$ cat config.mk
export PLATFORM = sky130hd
export DESIGN_NAME = warp_issue_sched
export DESIGN_NICKNAME = d
export VERILOG_FILES = /design/src/rtl/wsched_pkg.sv /design/src/rtl/wsched_ctrl.sv /design/src/rtl/wsched_dp.sv /design/src/rtl/warp_issue_sched.sv
export SDC_FILE = /design/constraint.sdc
export NUM_CORES = 2
export LEC_CHECK = 0
export CAP_MARGIN = 5
export CORE_MARGIN = 1
export CORE_UTILIZATION = 25
export DETAILED_ROUTE_END_ITERATION = 7
export MAX_ROUTING_LAYER = met4
export PLACE_DENSITY = 0.42
export SYNTH_ARGS = -nofsm -noshare
export SYNTH_HDL_FRONTEND = slang
export SYNTH_SLANG_ARGS = --single-unit
$ cat constraint.sdc
create_clock -name clk -period 8.95 [get_ports clk]
set_input_delay 1.79 -clock clk [delete_from_list [all_inputs] [get_ports clk]]
set_output_delay 1.79 -clock clk [all_outputs]
set_load 0.02 [all_outputs]
$ cat src/rtl/wsched_pkg.sv
package wsched_pkg;
  localparam int PICK_MAX_W = 8;

  typedef struct packed {
    logic                  issueEn;
    logic [PICK_MAX_W-1:0] pick;
  } schedStrobe_t;
endpackage

$ cat src/rtl/wsched_ctrl.sv
module wsched_ctrl
  import wsched_pkg::*;
#(
  parameter int NUM_WARPS = 24,
  parameter int WID_W     = $clog2(NUM_WARPS)
) (
  input  logic                 clk,
  input  logic                 rstN,
  input  logic [NUM_WARPS-1:0] eligVec,
  output schedStrobe_t         strobe
);
  localparam logic [WID_W-1:0] LAST_INIT = WID_W'(NUM_WARPS - 1);

  logic [WID_W-1:0] lastWarp;
  logic [WID_W-1:0] pickIdx;
  logic             found;
  int               cand;

  always_comb begin
    found   = 1'b0;
    pickIdx = '0;
    cand    = 0;
    for (int off = 1; off <= NUM_WARPS; off++) begin
      cand = int'(lastWarp) + off;
      if (cand >= NUM_WARPS) cand = cand - NUM_WARPS;
      if (!found && eligVec[cand]) begin
        found   = 1'b1;
        pickIdx = WID_W'(cand);
      end
    end
  end

  always_ff @(posedge clk) begin
    if (!rstN)      lastWarp <= LAST_INIT;
    else if (found) lastWarp <= pickIdx;
  end

  always_comb begin
    strobe.issueEn = found;
    strobe.pick    = PICK_MAX_W'(pickIdx);
  end


  idle_when_none_chk: assert property (@(posedge clk) disable iff (!rstN)
    (eligVec == '0) |-> !strobe.issueEn);


  busy_when_any_chk: assert property (@(posedge clk) disable iff (!rstN)
    (eligVec != '0) |-> strobe.issueEn);


  rr_rotate_chk: assert property (@(posedge clk) disable iff (!rstN)
    (strobe.issueEn && $past(strobe.issueEn) && ($countones(eligVec) > 1))
      |-> (strobe.pick != $past(strobe.pick)));
endmodule

$ cat src/rtl/wsched_dp.sv
module wsched_dp
  import wsched_pkg::*;
#(
  parameter int NUM_WARPS = 24,
  parameter int LANES     = 32,
  parameter int PC_W      = 32,
  parameter int PC_STEP   = 4,
  parameter int WID_W     = $clog2(NUM_WARPS)
) (
  input  logic                 clk,
  input  logic                 rstN,
  input  logic [NUM_WARPS-1:0] stallIn,
  input  logic                 updEn,
  input  logic [WID_W-1:0]     updWarp,
  input  logic [PC_W-1:0]      updPc,
  input  logic [LANES-1:0]     updMask,
  input  logic                 updWait,
  input  schedStrobe_t         strobe,
  output logic [NUM_WARPS-1:0] eligVec,
  output logic [PC_W-1:0]      issuePc,
  output logic [LANES-1:0]     issueMask
);
  localparam logic [PC_W-1:0] STEP = PC_W'(PC_STEP);

  logic [PC_W-1:0]  pcReg   [NUM_WARPS];
  logic [LANES-1:0] maskReg [NUM_WARPS];
  logic             waitReg [NUM_WARPS];
  logic [WID_W-1:0] pickIdx;

  assign pickIdx = strobe.pick[WID_W-1:0];

  for (genvar g = 0; g < NUM_WARPS; g++) begin : g_warp
    logic hitIssue, hitUpd;
    assign hitIssue   = strobe.issueEn && (int'(strobe.pick) == g);
    assign hitUpd     = updEn && (updWarp == WID_W'(g));
    assign eligVec[g] = !waitReg[g] && !stallIn[g] && (maskReg[g] != '0);

    always_ff @(posedge clk) begin
      if (!rstN) begin
        pcReg[g]   <= '0;
        maskReg[g] <= '0;
        waitReg[g] <= 1'b0;
      end else if (hitUpd) begin
        pcReg[g]   <= updPc;
        maskReg[g] <= updMask;
        waitReg[g] <= updWait;
      end else if (hitIssue) begin
        pcReg[g]   <= pcReg[g] + STEP;
      end
    end
  end

  assign issuePc   = pcReg[pickIdx];
  assign issueMask = maskReg[pickIdx];


  pick_eligible_chk: assert property (@(posedge clk) disable iff (!rstN)
    strobe.issueEn |-> (eligVec[pickIdx] && (issueMask != '0)));


  pc_advance_chk: assert property (@(posedge clk) disable iff (!rstN)
    (strobe.issueEn && !(updEn && (updWarp == pickIdx)))
      |=> (pcReg[$past(pickIdx)] == $past(issuePc) + STEP));


  upd_apply_chk: assert property (@(posedge clk) disable iff (!rstN)
    (updEn && (int'(updWarp) < NUM_WARPS))
      |=> (maskReg[$past(updWarp)] == $past(updMask)
           && pcReg[$past(updWarp)] == $past(updPc)));
endmodule

$ cat src/rtl/warp_issue_sched.sv
module warp_issue_sched
  import wsched_pkg::*;
#(
  parameter int NUM_WARPS = 24,
  parameter int LANES     = 32,
  parameter int PC_W      = 32,
  parameter int PC_STEP   = 4,
  parameter int WID_W     = $clog2(NUM_WARPS)
) (
  input  logic                 clk,
  input  logic                 rstN,
  input  logic [NUM_WARPS-1:0] stallIn,
  input  logic                 updEn,
  input  logic [WID_W-1:0]     updWarp,
  input  logic [PC_W-1:0]      updPc,
  input  logic [LANES-1:0]     updMask,
  input  logic                 updWait,
  output logic                 issueValid,
  output logic [WID_W-1:0]     issueWarp,
  output logic [PC_W-1:0]      issuePc,
  output logic [LANES-1:0]     issueMask
);
  schedStrobe_t         strobe;
  logic [NUM_WARPS-1:0] eligVec;

  wsched_ctrl #(.NUM_WARPS(NUM_WARPS), .WID_W(WID_W)) u_ctrl (
    .clk(clk), .rstN(rstN), .eligVec(eligVec), .strobe(strobe)
  );

  wsched_dp #(
    .NUM_WARPS(NUM_WARPS), .LANES(LANES), .PC_W(PC_W),
    .PC_STEP(PC_STEP), .WID_W(WID_W)
  ) u_dp (
    .clk(clk), .rstN(rstN), .stallIn(stallIn),
    .updEn(updEn), .updWarp(updWarp), .updPc(updPc),
    .updMask(updMask), .updWait(updWait), .strobe(strobe),
    .eligVec(eligVec), .issuePc(issuePc), .issueMask(issueMask)
  );

  assign issueValid = strobe.issueEn;
  assign issueWarp  = strobe.pick[WID_W-1:0];


  reset_idle_chk: assert property (@(posedge clk)
    !rstN |=> !issueValid);
endmodule

==> impl_metrics.ini <==
[outcome]
violations = negative setup slack
outcome = complete, but fails checks

[setup_path]
worst_ep_arrival_time_ns = 7.32
worst_path_most_repeated_cell = buf_12
reg2reg_slack_ns = 1.83
crit_path_top_delay_cell = clkdlybuf4s50_1
startpoint_type = input pin
worstSetupPathType = input pin to output pin
startpoint = stallIn[5]
end_kind = output pin
reg2reg_to = u_dp.pcReg[6][31]
required_ns = 7.16
crit_fanout = 7
r2r_start = u_ctrl.lastWarp[2]
ff2ff_path_depth = 27
cpPeakStageDelay_ns = 0.51

[die]
die_area_um2 = 385000
ios = 167
fp.dieH_um = 621
dieWidth_um = 621
rows = 226
initial_core_util_pct = 25.2
core_region_area_um2 = 380000

[synth]
ys_seq_elements = 1565
ys.flop_type = edfxtp_1
syn_inst = 9393
synth-edff-count = 1559
synthesis.nets = 9548
synthArstFlopShare_pct = 0
netlist_area_um2 = 95700
synth_seq_area_share_pct = 49.1
synthDistinctLibCells = 103
ys_warn_count = 0
avgSynthCellArea_um2 = 10.2

[drt]
antenna_left = 0
wl_per_cell_um = 27.9
wirelength_mm = 430
drt_iter0_drc = 7834
drt_first_pass_iters = 6
vias = 79700
drc_errors = 0
viasPerCell = 5.17

[timing]
setup_viol = 37
slew_violations = 0
holdWs_ns = 0.621
slew_headroom_pct = 15.5
skew_ns = 0.0918
max_freq_mhz = 110
final_hold_viol_count = 0
setup_tns_ns = -1.79
period_minus_slack_ns = 9.11
rsz0062_at_grt = true
fin_ws_ns = -0.158
tightest_slew_ns = 1.26
finalCritPeriodShare_pct = 102

[finish]
multi_input_area_um2 = 48200
postLayoutCoreUtil_pct = 31.7
num-fill-cells = 38700
drive_gt1_share_pct = 20.1
syn_to_final_growth_pct = 25.7
nets = 10400
seq_area_um2 = 47000

[placement]
hpwl_mm = 302
port_buffers = 166
gp_congestion = 0.938
pre_cts_ws_ns = -1.29

[clocking]
numCtsBuffers = 196
cts.htree.levels = 4
cts_hold_buf = 0
worstSkewPairLatency_ns = 0.92
clkTransAtPathRegs_ns = 0.06
root_buffer = clkbuf_16
ctsLongestPathBuffers = 4
tritoncts = yes
cts_sinks = 1565

[run]
max_cap_violations = 0

[grt]
overflow = 0
antenna_found_initial = 35
grt_first_pass_wirelength_mm = 602
grt_max_degree = 66
grt_util_all_layers_pct = 22.3
grt_pass1_vias = 77500

[hold_path]
hold_depth = 1
hp-class = register to register
hold_end = u_dp.waitReg[2][0]
min-delay-start = u_dp.waitReg[2][0]
-- synthesized netlist by cell type (all sizes together) (37+ instances only) --
cell	count	area (um2)
nor2b	88	551
a221oi	53	489
and3	168	1050
or3	39	249
buf	191	1130
nor3	64	357
nand4	126	803
o211a	53	531
nor2	357	1350
o21ai	904	4530
a211oi	145	1120
xnor2	279	2460
edfxtp	1559	46800
a21oi	164	832
and2	901	5640
o211ai	202	1520
mux2i	690	6910
inv	121	454
nand2	1208	4540
nor4	200	1260
o22ai	37	231
clkbuf	495	1870
ha	58	726
mux2	135	1520
nand3	346	1740
xor2	413	3620
-- critical path, delay by kind of cell --
| family | cells | cell delay, ns |
|---|---|---|
| buf+inv | 12 | 2.04 |
| mux | 1 | 0.32 |
| compound gates | 8 | 2.21 |
| simple gates | 5 | 0.90 |
-- cell usage in the layout (no fill, tap or decap), types with 26 or more instances in the layout --
cell type,count
nor2_4,31
a21oi_1,147
nand3_1,339
o21ai_4,28
o22ai_1,32
mux2_2,130
edfxtp_1,1559
nor4_2,43
mux2i_2,27
nor3_1,49
inv_1,108
or3_1,37
clkinv_2,26
clkbuf_1,47
and3_1,168
buf_2,37
nand4_1,125
clkinv_1,63
clkdlybuf4s50_1,50
o21ai_1,273
nor2_1,308
nor4_1,143
buf_6,49
o211a_1,46
xnor2_1,270
and4_1,33
o21ai_0,596
a211oi_1,119
mux2i_1,660
buf_12,108
nor2b_1,86
ha_1,38
buf_4,997
xor2_1,411
o211ai_1,202
and2_1,897
clkbuf_16,205
nand2_1,1202
-- worst max-delay path by stage --
stage / end / depth (start not counted) / slack (ns)
floorplan: issuePc[30] / 18 / 1.21
finish: issuePc[26] / 26 / -0.16
global placement: issuePc[6] / 24 / -1.30
global route: issuePc[28] / 32 / -0.27
detailed placement: issuePc[6] / 23 / -1.29
CTS: issuePc[27] / 32 / -0.12
-- sequential cells by signal (all words and copies together), names as in the netlist --
register         count
u_dp.maskReg       768
u_dp.pcReg         768
u_dp.waitReg        24
u_ctrl.lastWarp      5
-- routing by layer --
layer	global-route usage (%)	routed length, um	share of wire [%]	vias up
li1	-	-	-	36000
met1	29.7	192000	45	40300
met2	35.7	201000	47	2733
met3	2.31	22600	5.3	592
met4	6.87	14900	3.5	0
met5	-	0	0	-
-- area by class of cell --
cell class              instances  share of cell area, %
multi-input cells            7019                   40.1
diodes                         19                 0.0395
repair buffers               1309                   10.1
inverters                     124                  0.403
well taps                    5016                   5.22
flip-flops and latches       1565                   39.0
clock inverters               111                  0.769
clock buffers                 249                   4.35
-- through the flow --
stage          area [um2]  std cells
2_1_floorplan       95700       9393
3_3_place_gp       110000      14900
3_5_place_dp       110000      14900
4_1_cts            119000      15400
5_1_grt            120000      15400
6_report           120000      15400
-- cells by family after synthesis --
logic type | count (synthesis) | synth area share, %
simple gates | 3605 | 19.2
compound gates | 1833 | 12.1
flops | 1565 | 49.1
mux | 830 | 8.93
buf+inv | 810 | 3.62
xor+xnor | 692 | 6.35
fa+ha+maj | 58 | 0.759
-- timing repair --
action | in CTS | in global routing
buffers inserted | 115 | 27
endpoints found under the setup margin | 68 | 64
hold endpoints to repair | 0 | 0
pin swaps | 130 | 62
gates cloned | 11 | 3
gates resized for setup | 502 | 126
Power is not shown: default switching activity piles up to over one toggle a cycle in this logic, so the estimate is an artifact.
